[src/rtl/keyevt_pkg.sv]
// Package: shared command codes and event byte layout for the key event queue.
// Assumes: command codes are fixed by the host protocol decoder.
package keyevt_pkg;

    localparam logic [7:0] CMD_POP  = 8'h89;  // consuming read
    localparam logic [7:0] CMD_PEEK = 8'h8A;  // indexed, non-consuming read

    // Event byte: press state on top of a 7-bit key code.
    typedef struct packed {
        logic       press;
        logic [6:0] code;
    } key_evt_t;

endpackage

[src/rtl/keyevt_ptr.sv]
// Module: keyevt_ptr
// Keeps the head pointer and occupancy count of the circular store and
// derives the write address for an accepted push.
// Assumes: DEPTH is a power of two; callers never assert pop_ok with count<2
// nor push_ok with a full store.
module keyevt_ptr #(
    parameter int DEPTH = 16,
    localparam int IDX_W = $clog2(DEPTH),
    localparam int CNT_W = IDX_W + 1
) (
    input  logic             clk,
    input  logic             rst_n,
    input  logic             push_ok,
    input  logic             pop_ok,
    input  logic             flush,
    output logic [IDX_W-1:0] head,
    output logic [CNT_W-1:0] count,
    output logic [IDX_W-1:0] wr_addr
);

    // Tail slot: head plus count, wrapping by pointer width.
    always_comb begin
        wr_addr = head + count[IDX_W-1:0];
    end

    // Head and count update; flush wins over any other activity.
    always_ff @(posedge clk) begin
        if (!rst_n || flush) begin
            head  <= '0;
            count <= '0;
        end else begin
            if (pop_ok) begin
                head <= head + IDX_W'(1);
            end
            case ({push_ok, pop_ok})
                2'b10:   count <= count + CNT_W'(1);
                2'b01:   count <= count - CNT_W'(1);
                default: count <= count;
            endcase
        end
    end

endmodule

[src/rtl/keyevt_store.sv]
// Module: keyevt_store
// Event storage array with one write port and two combinational read ports.
// Assumes: entries are read only inside the occupied range, so no reset of
// the array contents is needed.
module keyevt_store #(
    parameter int DEPTH = 16,
    parameter int DATA_W = 8,
    localparam int IDX_W = $clog2(DEPTH)
) (
    input  logic              clk,
    input  logic              we,
    input  logic [IDX_W-1:0]  waddr,
    input  logic [DATA_W-1:0] wdata,
    input  logic [IDX_W-1:0]  raddr_a,
    input  logic [IDX_W-1:0]  raddr_b,
    output logic [DATA_W-1:0] rdata_a,
    output logic [DATA_W-1:0] rdata_b
);

    logic [DATA_W-1:0] mem [DEPTH];

    // Write the accepted event into its slot.
    always_ff @(posedge clk) begin
        if (we) begin
            mem[waddr] <= wdata;
        end
    end

    // Two independent combinational read ports.
    always_comb begin
        rdata_a = mem[raddr_a];
        rdata_b = mem[raddr_b];
    end

endmodule

[src/rtl/keyevt_rdsel.sv]
// Module: keyevt_rdsel
// Chooses the next read byte from the command, the flush state and the
// occupancy, and holds it in the output register.
// Assumes: pop_ok already includes the count and flush qualification.
module keyevt_rdsel #(
    parameter int DATA_W = 8,
    parameter int IDXB_W = 8,
    parameter int CNT_W = 5
) (
    input  logic              clk,
    input  logic              rst_n,
    input  logic              rd_strobe,
    input  logic              flush,
    input  logic              pop_ok,
    input  logic              is_peek,
    input  logic [IDXB_W-1:0] rd_idx,
    input  logic [CNT_W-1:0]  count,
    input  logic [DATA_W-1:0] pop_byte,
    input  logic [DATA_W-1:0] peek_byte,
    output logic [DATA_W-1:0] rd_data
);

    localparam int CMP_W = (IDXB_W > CNT_W) ? IDXB_W : CNT_W;

    logic [CMP_W-1:0]  idx_ext;
    logic [CMP_W-1:0]  cnt_ext;
    logic              peek_hit;
    logic [DATA_W-1:0] next_byte;

    // Widen index and count to a common width before comparing.
    always_comb begin
        idx_ext  = CMP_W'(rd_idx);
        cnt_ext  = CMP_W'(count);
        peek_hit = is_peek && (idx_ext < cnt_ext);
    end

    // Select the byte the current strobe returns.
    always_comb begin
        if (flush) begin
            next_byte = '0;
        end else if (pop_ok) begin
            next_byte = pop_byte;
        end else if (peek_hit) begin
            next_byte = peek_byte;
        end else begin
            next_byte = '0;
        end
    end

    // Register the read byte; hold it between strobes.
    always_ff @(posedge clk) begin
        if (!rst_n) begin
            rd_data <= '0;
        end else if (rd_strobe) begin
            rd_data <= next_byte;
        end
    end

endmodule

[src/rtl/keyevt_fifo.sv]
// Module: keyevt_fifo (top)
// Circular queue of key events with a consuming read and an indexed peek.
// Raises one-cycle requests for the keypad interrupt and the overflow error.
// Assumes: the error logic owns the sticky overflow bit and the error flag.
// The front end presents one read strobe per byte, with its command and index.
module keyevt_fifo #(
    parameter int DEPTH = 16,
    parameter int CODE_W = 7,
    parameter int IDXB_W = 8,
    localparam int DATA_W = CODE_W + 1,
    localparam int IDX_W = $clog2(DEPTH),
    localparam int CNT_W = IDX_W + 1
) (
    input  logic              clk,
    input  logic              rst_n,
    input  logic              push_valid,
    input  logic [CODE_W-1:0] push_code,
    input  logic              push_press,
    input  logic              err_flag,
    input  logic              err_ovf_sticky,
    input  logic              flush,
    input  logic              rd_strobe,
    input  logic [7:0]        rd_cmd,
    input  logic [IDXB_W-1:0] rd_idx,
    output logic [DATA_W-1:0] rd_data,
    output logic              irq_key_set,
    output logic              ovf_set,
    output logic [CNT_W-1:0]  count,
    output logic              full
);
    import keyevt_pkg::*;

    logic              blocked;
    logic              push_try;
    logic              push_ok;
    logic              ovf_hit;
    logic              is_pop;
    logic              is_peek;
    logic              pop_ok;
    logic [IDX_W-1:0]  head;
    logic [IDX_W-1:0]  wr_addr;
    logic [IDX_W-1:0]  pop_addr;
    logic [IDX_W-1:0]  peek_addr;
    logic [DATA_W-1:0] pop_byte;
    logic [DATA_W-1:0] peek_byte;
    logic [DATA_W-1:0] evt_byte;

    // Decode push admission and read commands.
    always_comb begin
        blocked  = err_flag && err_ovf_sticky;
        full     = (count == CNT_W'(DEPTH));
        push_try = push_valid && !flush && !blocked;
        push_ok  = push_try && !full;
        ovf_hit  = push_try && full;
        is_pop   = rd_strobe && (rd_cmd == CMD_POP);
        is_peek  = rd_strobe && (rd_cmd == CMD_PEEK);
        pop_ok   = is_pop && !flush && (count > CNT_W'(1));
        evt_byte = {push_press, push_code};
    end

    // Read addresses: next oldest for a pop, head plus index for a peek.
    always_comb begin
        pop_addr  = head + IDX_W'(1);
        peek_addr = head + rd_idx[IDX_W-1:0];
    end

    // One-cycle request pulses toward the status and error logic.
    always_ff @(posedge clk) begin
        if (!rst_n) begin
            irq_key_set <= 1'b0;
            ovf_set     <= 1'b0;
        end else begin
            irq_key_set <= push_ok;
            ovf_set     <= ovf_hit;
        end
    end

    keyevt_ptr #(.DEPTH(DEPTH)) u_ptr (
        .clk     (clk),
        .rst_n   (rst_n),
        .push_ok (push_ok),
        .pop_ok  (pop_ok),
        .flush   (flush),
        .head    (head),
        .count   (count),
        .wr_addr (wr_addr)
    );

    keyevt_store #(.DEPTH(DEPTH), .DATA_W(DATA_W)) u_store (
        .clk     (clk),
        .we      (push_ok),
        .waddr   (wr_addr),
        .wdata   (evt_byte),
        .raddr_a (pop_addr),
        .raddr_b (peek_addr),
        .rdata_a (pop_byte),
        .rdata_b (peek_byte)
    );

    keyevt_rdsel #(.DATA_W(DATA_W), .IDXB_W(IDXB_W), .CNT_W(CNT_W)) u_rdsel (
        .clk       (clk),
        .rst_n     (rst_n),
        .rd_strobe (rd_strobe),
        .flush     (flush),
        .pop_ok    (pop_ok),
        .is_peek   (is_peek),
        .rd_idx    (rd_idx),
        .count     (count),
        .pop_byte  (pop_byte),
        .peek_byte (peek_byte),
        .rd_data   (rd_data)
    );

endmodule

[config.mk]
export PLATFORM = sky130hd
export DESIGN_NAME = keyevt_fifo
export DESIGN_NICKNAME = d
export VERILOG_FILES = /design/src/rtl/keyevt_pkg.sv /design/src/rtl/keyevt_ptr.sv /design/src/rtl/keyevt_store.sv /design/src/rtl/keyevt_rdsel.sv /design/src/rtl/keyevt_fifo.sv
export SDC_FILE = /design/constraint.sdc
export NUM_CORES = 1
export LEC_CHECK = 0
export BUFFER_PORTS_ARGS = -buffer_cell sky130_fd_sc_hd__buf_4
export CORE_MARGIN = 5
export CORE_UTILIZATION = 50
export CTS_BUF_LIST = sky130_fd_sc_hd__clkbuf_4 sky130_fd_sc_hd__clkbuf_8
export DETAILED_ROUTE_END_ITERATION = 8
export HOLD_SLACK_MARGIN = 0.05
export PLACE_DENSITY = 0.68
export SLEW_MARGIN = 5
export SYNTH_ARGS = -nofsm -noshare
export SYNTH_HDL_FRONTEND = slang
export SYNTH_HIERARCHICAL = 1
export SYNTH_SLANG_ARGS = --single-unit
[constraint.sdc]
create_clock -name clk -period 8.7 [get_ports clk]
set_input_delay 1.74 -clock clk [delete_from_list [all_inputs] [get_ports clk]]
set_output_delay 1.74 -clock clk [all_outputs]
set_load 0.05 [all_outputs]
After elaboration in Yosys (flattened, before gate mapping)
Memories as Yosys holds them, arrays and structs flattened. Cells that the tools add are included.

RAM bits: 128. Register bits: 19. Logic and storage cells: 40. Memories: 1.

Magnitude comparators: 2. Multiplexer cells: 6. Equal/unequal tests: 5. Add/sub/neg operators: 5. Reduce and logical (&&, ||, !) cells: 16.

Memory list: u_store.mem (words 16, bits a word 8, rd ports 2, clocked after Yosys merged registers in 0, wr ports 1, RTL line keyevt_store.sv:20) `logic [DATA_W-1:0] mem [DEPTH];`.

Operators with widths (count): $mux 8 (3); $eq 8x8->1 const B (2); $logic_and 1x1->1 (10); $pmux 5 s2 (1); $add 4x4->4 (2); $lt 8x5->1 (1); $add 5x1->5 const B (1); $eq 5x5->1 const B (1); $gt 5x1->1 const B (1); $sub 5x1->5 const B (1); $add 4x1->4 const B (1); $logic_not 1->1 (4); $eq 2x1->1 const B (1); $eq 2x2->1 const B (1); $mux 1 (2); $reduce_bool 2->1 (1); $logic_or 1x1->1 (1).

Longest topological paths before layout
Depth in word-level cells: 6. Gate-level depth with buffers: 12. Mapped depth without buffers: 11.

Modules after synthesis
Netlist, hierarchy kept.

By module, submodules not included: keyevt_store (cells an instance 291, instances 1, seq. area each 3843.7 um2, area each 6025.8 um2); keyevt_ptr (cells an instance 75, instances 1, seq. area each 180.2 um2, area each 654.4 um2); keyevt_rdsel (cells an instance 70, instances 1, seq. area each 160.2 um2, area each 570.5 um2); keyevt_fifo (cells an instance 32, instances 1, seq. area each 40.0 um2, area each 275.3 um2).

Worst setup path before layout
OpenSTA, ideal clock, no wires.

Path type: in2reg. Start: in rd_cmd[2]. End: reg u_ptr.count[2]. Data arrival time: 4151 ps. Path slack: 4479 ps. Buffers on the path: 1. Data required time: 8629 ps. Cell stages on the path: 11. Path through: nor3b_2 -> nand4_1 -> nor3_1 -> ha_1 -> buf_2 -> xor2_1 -> ha_1 -> a21oi_1 -> xor2_1 -> or3_2 -> a21oi_1.

Word-level cells in the longest chain between the ends: 6. Elaborated cells between the ends (all ways): 8. Those cells by class: eq/ne: 3; mux: 1; reduce/logical: 4.

Ends and longest elaborated chain: from (decl) (RTL line keyevt_fifo.sv:23) `input logic [7:0] rd_cmd,`; $eq 8x8->1 * (RTL line keyevt_fifo.sv:55) `is_pop = rd_strobe && (rd_cmd == CMD_POP);`; $logic_and 1x1->1 * (RTL line keyevt_fifo.sv:55); $logic_and 1x1->1 * (2 in series) (RTL line keyevt_fifo.sv:57) `pop_ok = is_pop && !flush && (count > CNT_W'(1));`; via pop_ok (RTL line keyevt_fifo.sv:39) `logic pop_ok;`; $eq 2x1->1 or $eq 2x2->1 (tied branches) (RTL line keyevt_ptr.sv:35) `case ({push_ok, pop_ok})`; $pmux 5 s2 or $reduce_bool 2->1 (tied branches); to (signal assigned) (RTL line keyevt_ptr.sv:36) `2'b10: count <= count + CNT_W'(1);`; to (signal assigned) (RTL line keyevt_ptr.sv:37) `2'b01: count <= count - CNT_W'(1);`; to (signal assigned) (RTL line keyevt_ptr.sv:38) `default: count <= count;`; to (decl) (RTL line keyevt_ptr.sv:17) `output logic [CNT_W-1:0] count,`.

Mark *: on every way through the listed nets, which the timed path passes. The rest lies on a longest branch. A chain may end at the register's enable or synchronous reset.

Worst setup path after layout
Start: in rd_idx[0]. End: reg u_rdsel.rd_data[2].

Word-level cells in the longest chain between the ends: 5. Elaborated cells between the ends (all ways): 7. Those cells by class: add/sub: 1; order compare: 1; mux: 3; reduce/logical: 1; memory: 1.

Ends and longest elaborated chain: from (decl) (RTL line keyevt_fifo.sv:24) `input logic [IDXB_W-1:0] rd_idx,`; $add 4x4->4 (RTL line keyevt_fifo.sv:64) `peek_addr = head + rd_idx[IDX_W-1:0];`; via peek_addr[0] (RTL line keyevt_fifo.sv:43) `logic [IDX_W-1:0] peek_addr;`; $mem_v2 16x8; via peek_byte[2] (RTL line keyevt_fifo.sv:45) `logic [DATA_W-1:0] peek_byte;`; $mux 8 (RTL line keyevt_rdsel.sv:43) `end else if (peek_hit) begin`; $mux 8 (RTL line keyevt_rdsel.sv:41) `end else if (pop_ok) begin`; $mux 8 (RTL line keyevt_rdsel.sv:39) `if (flush) begin`; to (signal assigned) (RTL line keyevt_rdsel.sv:55) `rd_data <= next_byte;`; to (decl) (RTL line keyevt_rdsel.sv:20) `output logic [DATA_W-1:0] rd_data`.

The timed path passes the listed nets, and every way through them passes these cells.

==> summary.txt <==
STA
  • Min Tclk post-route: 3.849 ns
  • Rel. slew slack: 25.55%
  • Final-report hold violation count: 0
  • Final setup violation count: 0
  • Final worst slack: 4.851 ns
  • Worst Hold Slack: 0.5742 ns
  • Skew final: around 0.014 ns
  • Max Clk Rate: approximately 260 MHz
  • Final TNS setup: 0 ns
  • Tcrit/Tclk final: 44.24%
  • Final slew viol count: 0
  • RSZ-0062 raised after global routing: false
  • Worst Tran Pin Value: 1.117 ns

Routing
  • WL final: 17.55 mm
  • Pre-antenna DRT Iters: 4
  • First DRT Iteration DRCs: 372
  • Wirelength per Cell: 24.75 µm
  • Via density per instance: ~6.5
  • Vias: ~4.6k
  • Detail Route Antenna Nets: 0
  • # DRC: 0

Clock network
  • # Post-CTS Setup Buffers: 0
  • Max clock buf depth: 2
  • Post-CTS Hold Buffers: 0
  • CTS resizes: 0
  • Worst-Skew Late Latency: 0.45 ns
  • Clk root buf: clkbuf_8
  • Reg clk slew, reported paths: around 0.090 ns
  • Clk sinks: 147
  • Htree depth: 4
  • CTS tree: done
  • TritonCTS buffer count: 17

Placed design
  • GP Congestion: 0.8282
  • Placed cells: slightly below 700
  • Post-detail-place hpwl: 11.60 mm
  • DP Worst Slack: 4.369 ns
  • Port bufs: 46

Power
  • Pwr per Cell Area: between 150 and 200 nW/µm²
  • VDD IR max: roughly 0.11 mV
  • Pleak: 2.859 nW

Logic synthesis
  • Post-synthesis cell count: 468
  • Simple-gate share of the synthesized area: 7.066%
  • Syn nets: 517
  • Synth Area in Adders: 3.192%
  • Largest family of logic cells by synthesized area: multiplexers
  • Mux contribution to synthesized area: a little over a fifth
  • Register bit total from synthesis: 147
  • Asr flop ratio synth: 0%
  • Mean Syn Cell Area: 16.08 µm²
  • Synthesized area: ~7500 µm²
  • Library cells used by synthesis: 52
  • Synth warn: 6
  • Most used flip-flop cell after synthesis: edfxtp_1
  • Number of synthesized flops with an enable pin: between 100 and 150
  • Area fraction in compound gates after synthesis: 7.082%
  • Xor/xnor cell area share of the yosys netlist: 1.746%
  • Post-synthesis sequential area ratio: 56.13%

Setup path
  • Critical path fanouts, max: 32
  • Bufs and invs on worst path: 1
  • WS Path Type: in2reg
  • Crit-path cells: buf_4 -> ha_2 -> mux4_1 -> a22oi_1 -> nand2_1 -> o21ai_0 -> o2bb2ai_1
  • Family with the most delay on the worst path: adder cells
  • Required @ worst endpoint: around 9 ns
  • Crit end category: register
  • R2R depth: 6
  • Slowest-stage cell, CP: ha_2
  • Arrival @ worst endpoint: approximately 4.2 ns
  • Max incr delay on CP: ~1.1 ns
  • CP Launch Type: primary input
  • Crit. path cell count: 7

Final layout
  • Final #Nets: 561
  • Antenna cells: 0
  • Layout fillers: 1126
  • Layout cells sized above 1: 25.33%
  • Area Growth Syn to Fin: 10.77%
  • Finished Layout Cells: between 700 and 800

Die
  • Boundary pin count: 47
  • Row Count: 44
  • Starting density of the core: 51.39%
  • Core area: roughly 15000 µm²
  • Die span in x: 132.7 µm
  • Die area: between 15000 and 20000 µm²
  • Die height: between 100 and 150 µm

Global route
  • Pin count of the biggest net entering global routing: 33
  • Initial antenna violation count: 0
  • Overflow after GRT: 0
  • GRT Overall Usage: 20.59%
  • First-pass GRT wire length: between 20 and 30 mm
  • Vias in the first global route: 4673

Worst hold path
  • Hold crit path type: reg2reg
  • Hold path cells: 3

Outcome
  • Run status: completed

Job
  • MaxCap Viol Count: 0
-- where the power goes --
part           internal [W]  switching (W)
Combinational     0.0000319      0.0000417
Clock              0.000237       0.000275
Sequential         0.000766     0.00000131
Total               0.00104       0.000318
-- through the flow --
step	instance area (µm²)	util, %	total power, W
floorplan	7526	-	0.0008280
global placement	7943	54.24	0.0008555
detailed placement	7948	54.27	0.0008572
CTS	8337	56.93	0.001362
global route	8337	56.93	0.001399
finish	8337	56.93	0.001353
-- sequential cells by signal (all words and copies together), names as in the netlist --
name / count
u_store/mem: 128
ovf_set: 1
irq_key_set: 1
u_ptr/count: 5
u_rdsel/rd_data: 8
u_ptr/head: 4
-- cell type report --
class                           instances  area, µm²  share of cell area (%)
Clock buffer                           18      241.5                   2.897
Tap cell                              184      230.2                   2.762
Timing Repair Buffer                   52      390.4                   4.683
Clock inverter                         14      147.6                   1.771
Inverter                               22      82.58                  0.9905
Sequential cell                       147       4224                   50.67
Multi-Input combinational cell        272       3020                   36.23
-- cell usage in the layout, fill, tap and decap left out, drive strengths merged, types with 18 or more instances in the layout --
cell    synthesis  layout
nand2          22      22
mux4           64      64
o21ai          19      19
clkbuf          1      18
a22oi          33      33
nor2           24      24
buf            20      52
inv            22      27
edfxtp        128     128
dfxtp          19      19
-- cells by family (layout without fill, tap and decap cells) --
group | after synthesis | in the layout
compound gates | 75 | 75
xor+xnor | 15 | 15
fa+ha+maj | 18 | 18
buf+inv | 49 | 106
flops | 147 | 147
mux | 66 | 66
simple gates | 98 | 98
-- layer usage --
metal	track usage, %	part of all wire (%)
met5	0	0
met4	6.582	1.6
met3	5.467	9.3
met2	32.22	47
met1	28.41	42
-- cells in the mapped netlist, drive strengths merged, types with 2 or more instances --
cell type        n  share of area (%)
edfxtp         128                 51
mux4            64                 21
a22oi           33                3.3
nor2            24                1.2
inv             22                1.1
nand2           22                1.1
buf             20                2.0
dfxtp           19                5.1
o21ai           19                1.3
ha              16                2.7
nand3           11               0.73
xor2            10                1.2
o2bb2ai          8               0.93
a21oi            7               0.52
nor3             7               0.53
clkdlybuf4s25    6               0.80
nand2b           5               0.42
xnor2            5               0.58
nand3b           4               0.40
nor3b            4               0.47
a21o             3               0.30
and2             3               0.25
nor2b            3               0.25
and2b            2               0.20
and3             2               0.17
fa               2               0.53
mux2i            2               0.27
nand4            2               0.17
nor4             2               0.37
nor4b            2               0.23
o211ai           2               0.38
-- worst min-delay path, cell delays in order (launching register included) --
cell and delay (ns):
dfxtp_1 0.32, inv_1 0.06, o21ai_1 0.05, o2bb2ai_1 0.10
-- worst paths after layout --
check | slack (ns) | from | endpoint
worst min register to register | 0.57 | u_rdsel/rd_data[7]$_SDFFE_PN0P_ | u_rdsel/rd_data[7]$_SDFFE_PN0P_
worst max register to register | 5.53 | u_ptr/count[1]$_SDFFE_PP0P_ | u_store/mem[1][0]$_DFFE_PP_
worst min-delay path | 0.57 | u_rdsel/rd_data[7]$_SDFFE_PN0P_ | u_rdsel/rd_data[7]$_SDFFE_PN0P_
worst max-delay path | 4.85 | rd_idx[0] | u_rdsel/rd_data[2]$_SDFFE_PN0P_
No activity file was read; power rests on OpenSTA's default activity.
